[config.mk]
export PLATFORM = sky130hd
export DESIGN_NAME = crc4_chk_ctrl
export DESIGN_NICKNAME = d
export VERILOG_FILES = /design/src/rtl/crc4_chk_pkg.sv /design/src/rtl/crc4_chk_ctrl.sv
export SDC_FILE = /design/constraint.sdc
export NUM_CORES = 1
export LEC_CHECK = 0
export BUFFER_PORTS_ARGS = -buffer_cell sky130_fd_sc_hd__buf_2
export CORE_AREA = 4 4 41 43
export CTS_BUF_LIST = sky130_fd_sc_hd__clkbuf_2 sky130_fd_sc_hd__clkbuf_4 sky130_fd_sc_hd__clkbuf_8
export CTS_CLUSTER_DIAMETER = 80
export CTS_CLUSTER_SIZE = 16
export DETAILED_ROUTE_END_ITERATION = 6
export DIE_AREA = 0 0 45 47
export PLACE_DENSITY = 0.4
export SLEW_MARGIN = 30
export SYNTH_ARGS = -nofsm -noshare
export SYNTH_HDL_FRONTEND = slang
export SYNTH_SLANG_ARGS = --single-unit
[constraint.sdc]
create_clock -name clk -period 1.4 [get_ports clk]
set_input_delay 0.14 -clock clk [delete_from_list [all_inputs] [get_ports clk]]
set_output_delay 0.14 -clock clk [all_outputs]
set_load 0.02 [all_outputs]
[src/rtl/crc4_chk_pkg.sv]
package crc4_chk_pkg;

  localparam int MSG_W  = 8;
  localparam int CRC_W  = 4;
  // generator taps below the leading term: x^4 + x^2 + 1 -> 4'b0101
  localparam logic [CRC_W-1:0] GEN_TAPS = 4'b0101;

  typedef enum logic [1:0] {
    ST_IDLE  = 2'd0,
    ST_SHIFT = 2'd1,
    ST_DONE  = 2'd2
  } chkState_t;

  typedef struct packed {
    logic loadWord;
    logic shiftEn;
    logic clearRem;
  } chkStrobe_t;

endpackage

[src/rtl/crc4_chk_ctrl.sv]
module crc4_chk_ctrl
  import crc4_chk_pkg::*;
#(
  parameter int WORD_W = 12,
  localparam int CNT_W = $clog2(WORD_W)
) (
  input  logic              clk,
  input  logic              rstN,
  input  logic              startPulse,
  output chkStrobe_t        strobe,
  output chkState_t         stateNow,
  output logic [CNT_W-1:0]  bitCnt
);

  localparam logic [CNT_W-1:0] LAST_CNT = CNT_W'(WORD_W - 1);

  chkState_t stateNext;
  logic      lastBit;

  assign lastBit = (stateNow == ST_SHIFT) && (bitCnt == LAST_CNT);

  always_comb begin
    stateNext = stateNow;
    unique case (stateNow)
      ST_IDLE:  if (startPulse) stateNext = ST_SHIFT;
      ST_SHIFT: if (lastBit)    stateNext = ST_DONE;
      ST_DONE:                  stateNext = ST_IDLE;
      default:                  stateNext = ST_IDLE;
    endcase
  end

  always_ff @(posedge clk or negedge rstN) begin
    if (!rstN) stateNow <= ST_IDLE;
    else       stateNow <= stateNext;
  end

  always_ff @(posedge clk or negedge rstN) begin
    if (!rstN)                    bitCnt <= '0;
    else if (lastBit)             bitCnt <= '0;
    else if (stateNow == ST_SHIFT) bitCnt <= bitCnt + 1'b1;
  end

  always_comb begin
    strobe.loadWord = (stateNow == ST_IDLE) && startPulse;
    strobe.shiftEn  = (stateNow == ST_SHIFT);
    strobe.clearRem = (stateNow == ST_DONE);
  end

endmodule

==> results of run 1 <==
[kinds of logic after synthesis]
logic type / Yosys count
compound gates: 2
fa+ha+maj: 1
buf+inv: 2
flops: 6
mux: 1
simple gates: 18
[per-layer routing]
metal,vias up,share of wire [%],track usage [%]
li1,128,-,-
met1,124,44,8.35
met2,10,44,7.91
met3,0,12,3.83
met4,0,0,8.77
met5,-,0,0
[through the flow]
step / util, % / setup WS (ns) / instance area (um2)
3_3_place_gp: 27.9 / 0.204 / 363
2_1_floorplan: - / 0.0803 / 297
4_1_cts: 30.4 / 0.0844 / 395
5_1_grt: 30.4 / 0.00351 / 395
3_5_place_dp: 27.9 / 0.177 / 363
6_report: 30.4 / 0.124 / 395
[worst max-delay path: stages (launching register included)]
cell and delay (ns):
dfrtp_1 0.42, nor3b_1 0.26, buf_2 0.21
[worst max path at each step]
stage	slack [ns]	end	depth (start not counted)	from
2_1_floorplan	0.08	stateNow[0]$_DFFE_PN0P_	2	stateNow[0]$_DFFE_PN0P_
3_3_place_gp	0.20	bitCnt[3]$_DFFE_PN0P_	3	stateNow[1]$_DFFE_PN0P_
3_5_place_dp	0.18	bitCnt[3]$_DFFE_PN0P_	3	stateNow[1]$_DFFE_PN0P_
4_1_cts	0.08	strobe[2]	2	stateNow[0]$_DFFE_PN0P_
5_1_grt	0.004	strobe[2]	2	stateNow[0]$_DFFE_PN0P_
6_report	0.12	strobe[2]	2	stateNow[0]$_DFFE_PN0P_
[sequential cells by signal (all words and copies together) (netlist names)]
signal / count
stateNow: 2
bitCnt: 4
[where the power goes]
| group | switching [mW] | internal (mW) |
|---|---|---|
| combinational | 0.274 | 0.180 |
| clock | 0.0598 | 0.0968 |
| sequential | 0.0859 | 0.250 |
| total | 0.420 | 0.526 |
[layout make-up]
cell class	count	area [um2]
inverters	1	3.75
multi-input cells	22	135
clock buffers	3	22.5
well taps	15	18.8
flip-flops and latches	6	150
repair buffers	12	65.1
fillers	143	906
[what timing repair did]
| item | 4_1_cts | 5_1_grt |
|---|---|---|
| hold buffers | 1 | 0 |
| hold endpoints to repair | 6 | 0 |
| buffers inserted | 0 | 0 |
[cells in the final DEF (no fill, tap or decap)]
cell type	n
nor2_1	3
or4b_1	1
inv_1	1
and2b_2	1
dfrtp_1	6
o21ai_0	2
nand2b_1	1
ha_1	1
nand3_1	2
mux2_2	1
nand3b_1	1
dlygate4sd3_1	1
nor3b_1	1
nand2b_4	1
clkbuf_4	3
buf_2	11
nand2_1	7
==> key figures, run 1 <==
Outcome
  • Status: completed

GRT
  • Largest net degree at the start of global routing: 8
  • Total track usage: 7.08%
  • First-pass GRT wire length: 945 um
  • Grt ovf: 0
  • Antenna violations before repair: 0
  • Vias in the first global route: 220

Clock tree
  • Clock tree sinks: 6
  • Post-cts repair resize count: 0
  • CTS tree: done
  • TritonCTS buffer count: 3
  • Root buffer cell: clkbuf_4
  • Clock Tree Buf Depth: 2
  • H-tree Lvls: 1
  • Clock-pin slew on the worst setup and hold paths: 0.04 ns
  • Later-pin clock latency in the skew report: 0.24 ns

Synth
  • Mapped Nets: 34
  • Flop and latch count out of synthesis: 6
  • Synth area leaders: dfrtp_1 51%, nand2_1 8.9%, nand2b_4 4.6%
  • Largest family of logic cells by synthesized area: simple AND/OR/NAND/NOR gates
  • Most frequent cell after synthesis: nand2_1
  • Post-Syn Area: 297 um2
  • Syn Area/Cell: 9.88 um2
  • Post-synthesis cell count: 30
  • YS warnings: 0
  • Multiplexer area fraction after synthesis: 3.80%
  • Area leader, netlist: dfrtp_1
  • Seq/Total Area, Yosys: 50.6%
  • Adder-cell share of the synthesized area: 4.22%
  • Simple-gate share of the synthesized area: 34.2%
  • Number of flops mapped to enable cells by yosys: 0
  • Synth top cells by count: 7 x nand2_1, 6 x dfrtp_1, 3 x nor2_1, 2 x nand3_1, 2 x o21ai_0
  • Distinct cells, synth: 15
  • Async SR Flop Fraction: 100%
  • Yosys top cell area share: 50.6%
  • Compound-Gate Fraction of Synth Area: 3.38%
  • Synth Area in XOR/XNOR: 0%
  • Most common flop cell mapped by yosys: dfrtp_1

Worst setup path
  • WP data arrival: 1.14 ns
  • R2R cell count: 3
  • Worst Setup Path Type: reg -> out
  • Reg-to-Reg Start: stateNow[1]$_DFFE_PN0P_
  • Startpoint class of the critical path: flip-flop
  • Endpoint type of the worst setup path: output port
  • Crit path max fanout: 4
  • CP Data Required Time: 1.26 ns
  • Reg-to-Reg End: bitCnt[3]$_DFFE_PN0P_
  • R2R setup slack: 0.18 ns

Power
  • P per Cell Area: 2390 mW/mm2
  • Leak: 0.206 nW
  • Largest vdd supply drop: 611 uV
  • Design Power: 0.946 mW

Detailed routing
  • ANT nets after route: 0
  • Iter 0 DRT Violations: 1
  • DRC viols: 0
  • Routed WL per cell: 10.0 um
  • DRT Wirelength: 591 um
  • Vias per cell: 4.44
  • DR vias: 262
  • Drt first pass iters: 2

STA
  • Max Slew Vio Count: 0
  • Tcrit/Tclk final: 91.2%
  • Hold Worst Slack: 0.259 ns
  • Final Setup Violations: 0
  • Fin crit period: 1.28 ns
  • Slew @ Worst Pin: 0.243 ns
  • Setup Skew: 0.000635 ns
  • Fin Setup TNS: 0 ns
  • Achievable frequency: 0.783 GHz
  • RSZ-0062 raised after global routing: false
  • Max transition margin: 83.7%
  • Final Hold Violating Endpoints: 0

Die
  • Num ports: 12
  • Core Box Area: 0.00130 mm2
  • Die area: 0.00212 mm2
  • Chip width: 45 um
  • Initial Util: 22.8%
  • Chip height: 47 um
  • # rows: 13

Finish
  • Finished Layout Cells: 59
  • Area Overhead vs Synth: 33.3%
  • Final #Nets: 50
  • ANT cells: 0
  • Share of layout cells above drive strength 1: 38.6%

Worst hold path
  • Worst hold path class: in -> async

Placement
  • Port buffer count: 11
  • # placed instances: 55
  • GPL Wtd Cong: 0.742
  • Placed wire-length estimate: 464 um

Flow run
  • Max Cap Viol: 0
Note: power is estimated with default switching activity, not from simulation.
==> run 2, diff against run 1 <==
Settings changed: CAP_MARGIN from default to 20.
Clock period 1.4 ns to 1.35 ns, I/O delays scaled along.
==> key figures, run 2 (same netlist as run 1, synthesis figures left out) <==
Outcome
  • Status: completed

Worst setup path
  • Startpoint class of the critical path: flip-flop
  • CP Data Required Time: 1.22 ns
  • Crit path launch: stateNow[1]$_DFFE_PN0P_
  • CP delay by family, top: flip-flops
  • Endpoint type of the worst setup path: output port
  • Crit path to: strobe[1]
  • Crit path depth: 3
  • Reg-to-Reg Start: stateNow[1]$_DFFE_PN0P_
  • R2R setup slack: 0.12 ns
  • Crit path max fanout: 6
  • Reg-to-Reg End: bitCnt[3]$_DFFE_PN0P_
  • Worst Setup Path Type: reg -> out
  • WP data arrival: 1.11 ns
  • CP cell instances: nand2b_4 -> inv_1 -> buf_2
  • Slowest CP cell: dfrtp_1
  • Buffers & Inverters on Critical Path: 2
  • Maximum cell stage delay along the critical path: 0.40 ns
  • R2R cell count: 3

Die
  • # rows: 13
  • Chip height: 47 um
  • Die area: 0.00212 mm2
  • Chip width: 45 um
  • Initial Util: 22.8%
  • Num ports: 12
  • Core Box Area: 0.00130 mm2

STA
  • RSZ-0062 raised after global routing: false
  • Achievable frequency: 0.803 GHz
  • Final setup margin: 0.105 ns
  • Max transition margin: 87.7%
  • Fin Setup TNS: 0 ns
  • Final Setup Violations: 0
  • Setup Skew: 0.000635 ns
  • Slew @ Worst Pin: 0.184 ns
  • Final Hold Violating Endpoints: 0
  • Fin crit period: 1.24 ns
  • Hold Worst Slack: 0.255 ns
  • Max Slew Vio Count: 0
  • Tcrit/Tclk final: 92.2%

Finish
  • Fin util: 30.8%
  • Fillers: 142
  • Number of flip-flops in the largest register: 4
  • Area Overhead vs Synth: 35.0%
  • Most flops, register: bitCnt
  • ANT cells: 0
  • Fin area: 400 um2
  • Commonest non-fill, non-tap cell in the layout: buf_2
  • Multi-input logic area: 140 um2
  • Most frequent cells in the layout: 11 x buf_2, 7 x nand2_1, 6 x dfrtp_1, 3 x nor2_1, 3 x clkbuf_4
  • Sequential cell area: 150 um2
  • Share of layout cells above drive strength 1: 40.9%
  • Final #Nets: 50
  • Top flop regs: bitCnt: 4 flops, stateNow: 2 flops
  • Finished Layout Cells: 59

Power
  • Largest vdd supply drop: 633 uV
  • Design Power: 0.987 mW
  • P per Cell Area: 2460 mW/mm2
  • Leak: 0.208 nW

Placement
  • Placed wire-length estimate: 464 um
  • # placed instances: 55
  • Pre-CTS setup slack: 0.127 ns
  • Port buffer count: 11
  • Placed Area: 363 um2
  • GPL Wtd Cong: 0.742

GRT
  • Largest net degree at the start of global routing: 8
  • First-pass GRT wire length: 945 um
  • Vias in the first global route: 220
  • Antenna violations before repair: 0
  • Total track usage: 7.08%
  • Grt ovf: 0

Clock tree
  • Clock Tree Buf Depth: 2
  • Later-pin clock latency in the skew report: 0.24 ns
  • Clock tree sinks: 6
  • Clock-pin slew on the worst setup and hold paths: 0.04 ns
  • Root buffer cell: clkbuf_4
  • TritonCTS buffer count: 3
  • CTS tree: done
  • H-tree Lvls: 1

Detailed routing
  • Drt first pass iters: 2
  • DRC viols: 0
  • Routed WL per cell: 10.2 um
  • ANT nets after route: 0
  • Iter 0 DRT Violations: 1
  • DR vias: 259
  • DRT Wirelength: 599 um
  • Vias per cell: 4.39

Worst hold path
  • Worst hold path class: in -> async

Flow run
  • Max Cap Viol: 0
## run 2: cell counts in the layout (fill, tap and decap cells not counted)
No cell type changed its count.
## run 2: where the power goes
part | leakage [nW] | internal, mW | switching (mW)
Combinational | 0.121 | 0.188 | 0.286
Clock | 0.0138 | 0.100 | 0.0620
Sequential | 0.0728 | 0.259 | 0.0917
## run 2: repair_timing
action,CTS,global route
gates resized for setup,0,1
hold buffers,1,0
endpoints found under the setup margin,0,1
buffers inserted,0,0
endpoints found under the hold margin,6,0
## run 2: worst min path at each step
stage	cells past startpoint	startpoint	to	slack, ns
floorplan	0	rstN	bitCnt[0]$_DFFE_PN0P_	-0.16
global placement	1	rstN	stateNow[0]$_DFFE_PN0P_	-0.03
detailed placement	1	rstN	stateNow[0]$_DFFE_PN0P_	-0.03
CTS	2	rstN	bitCnt[0]$_DFFE_PN0P_	0.25
global route	2	rstN	bitCnt[0]$_DFFE_PN0P_	0.28
finish	2	rstN	bitCnt[0]$_DFFE_PN0P_	0.25
## run 2: layer usage
metal | share of wire [%] | vias up | global-route usage, %
met3 | 12 | 0 | 3.83
li1 | - | 128 | -
met1 | 45 | 121 | 8.35
met2 | 43 | 10 | 7.91
met4 | 0 | 0 | 8.77
met5 | 0 | - | 0
## run 2: final cells by class
cell class | instances | area share (%)
flip-flops and latches | 6 | 37.5
multi-input cells | 22 | 35.0
repair buffers | 12 | 16.2
clock buffers | 3 | 5.62
well taps | 15 | 4.69
inverters | 1 | 0.938
==> run 3, diff against run 2 <==
Settings changed: CTS_CLUSTER_DIAMETER 80 to default, PLACE_DENSITY 0.4 to default, PLACE_DENSITY_LB_ADDON from default to 0.15.
==> key figures, run 3 (same netlist as run 1, synthesis figures left out) <==
Placement
  • Port buffer count: 11
  • # placed instances: 55
  • Placed wire-length estimate: 471 um
  • Placed Area: 363 um2
  • GPL Wtd Cong: 0.675

STA
  • Slew @ Worst Pin: 0.179 ns
  • Achievable frequency: 0.799 GHz
  • Max transition margin: 88.1%
  • Max Slew Vio Count: 0
  • Setup Skew: 0.000967 ns
  • Final Setup Violations: 0
  • Fin crit period: 1.25 ns
  • Fin Setup TNS: 0 ns
  • Tcrit/Tclk final: 92.8%
  • Final Hold Violating Endpoints: 0
  • RSZ-0062 raised after global routing: false

Finish
  • Commonest non-fill, non-tap cell in the layout: buf_2
  • ANT cells: 0
  • Fin area: 400 um2
  • Top flop regs: bitCnt: 4 flops, stateNow: 2 flops
  • Fillers: 140
  • Most frequent cells in the layout: 11 x buf_2, 7 x nand2_1, 6 x dfrtp_1, 3 x nor2_1, 3 x clkbuf_4
  • Area Overhead vs Synth: 35.0%
  • Final #Nets: 50
  • Finished Layout Cells: 59
  • Number of flip-flops in the largest register: 4
  • Share of layout cells above drive strength 1: 40.9%
  • Most flops, register: bitCnt

Power
  • Largest vdd supply drop: 804 uV
  • Leak: 0.208 nW
  • P per Cell Area: 2480 mW/mm2
  • Design Power: 0.992 mW

Detailed routing
  • DRC viols: 0
  • Drt first pass iters: 4
  • Vias per cell: 4.25
  • DRT Wirelength: 627 um
  • Iter 0 DRT Violations: 8
  • DR vias: 251
  • ANT nets after route: 0
  • Routed WL per cell: 10.6 um

GRT
  • Antenna violations before repair: 0
  • Largest net degree at the start of global routing: 8
  • Total track usage: 7.47%
  • First-pass GRT wire length: 1010 um
  • Vias in the first global route: 243
  • Grt ovf: 0

Worst setup path
  • Startpoint class of the critical path: flip-flop
  • CP delay by family, top: flip-flops
  • Maximum cell stage delay along the critical path: 0.40 ns
  • Worst Setup Path Type: reg -> out
  • Crit path max fanout: 6
  • WP data arrival: 1.12 ns
  • Endpoint type of the worst setup path: output port
  • Reg-to-Reg End: bitCnt[3]$_DFFE_PN0P_
  • R2R setup slack: 0.12 ns
  • Crit path depth: 3
  • Slowest CP cell: dfrtp_1
  • Buffers & Inverters on Critical Path: 2
  • CP Data Required Time: 1.22 ns
  • R2R cell count: 3
  • Reg-to-Reg Start: stateNow[1]$_DFFE_PN0P_
  • CP cell instances: nand2b_4 -> inv_1 -> buf_2

Clock tree
  • Root buffer cell: clkbuf_4
  • Clock tree sinks: 6
  • Clock Tree Buf Depth: 2
  • # Post-CTS Setup Buffers: 0
  • H-tree Lvls: 1
  • Clock-pin slew on the worst setup and hold paths: 0.05 ns
  • Later-pin clock latency in the skew report: 0.24 ns
  • CTS tree: done
  • TritonCTS buffer count: 3

Worst hold path
  • Worst hold path class: in -> async

Die
  • Core Box Area: 0.00130 mm2
  • Chip width: 45 um
  • Die area: 0.00212 mm2
  • Chip height: 47 um
  • Initial Util: 22.8%
  • # rows: 13
  • Num ports: 12

Outcome
  • Status: completed

Flow run
  • Max Cap Viol: 0
==> run 3: cell counts in the layout (fill, tap and decap cells not counted) <==
No cell type changed its count.
==> run 3: layout make-up <==
type / instances / area (um2) / area share [%]
clock buffers: 3 / 22.5 / 5.62
inverters: 1 / 3.75 / 0.938
multi-input cells: 22 / 140 / 35.0
flip-flops and latches: 6 / 150 / 37.5
well taps: 15 / 18.8 / 4.69
repair buffers: 12 / 65.1 / 16.2
==> run 3: what timing repair did <==
action,4_1_cts,5_1_grt
hold buffers,1,0
endpoints found under the setup margin,0,1
endpoints found under the hold margin,6,0
gates resized for setup,0,1
==> run 3: report_power, final <==
part	switching [mW]	total [mW]	leakage (nW)	internal, mW
combinational	0.287	0.475	0.121	0.188
sequential	0.0897	0.349	0.0728	0.259
clock	0.0680	0.169	0.0138	0.101
==> run 3: metal layers <==
| layer | vias up | global-route usage [%] | routed length (um) |
|---|---|---|---|
| met2 | 9 | 9.89 | 277 |
| li1 | 128 | - | - |
| met3 | 0 | 4.60 | 54 |
| met1 | 114 | 8.08 | 295 |
| met4 | 0 | 7.02 | 0 |
| met5 | - | 0 | 0 |
==> run 3: how the worst max path moves through the flow <==
stage                            start                      end  slack (ns)
2_1_floorplan  stateNow[0]$_DFFE_PN0P_  stateNow[0]$_DFFE_PN0P_        0.03
3_3_place_gp   stateNow[1]$_DFFE_PN0P_    bitCnt[3]$_DFFE_PN0P_        0.16
3_5_place_dp   stateNow[1]$_DFFE_PN0P_    bitCnt[3]$_DFFE_PN0P_        0.13
4_1_cts        stateNow[0]$_DFFE_PN0P_                strobe[2]        0.05
5_1_grt        stateNow[1]$_DFFE_PN0P_                strobe[1]        0.02
6_report       stateNow[1]$_DFFE_PN0P_                strobe[1]         0.1
==> run 3: per-stage QoR <==
| stage | worst slack (ns) | hold WS (ns) | util (%) |
|---|---|---|---|
| 6_report | 0.0978 | 0.245 | 30.8 |
| 5_1_grt | 0.0243 | 0.259 | 30.8 |
| 4_1_cts | 0.0536 | 0.234 | 30.4 |
| 3_5_place_dp | 0.134 | -0.0300 | 27.9 |
| 3_3_place_gp | 0.159 | -0.0300 | 27.9 |
| 2_1_floorplan | 0.0303 | -0.161 | - |
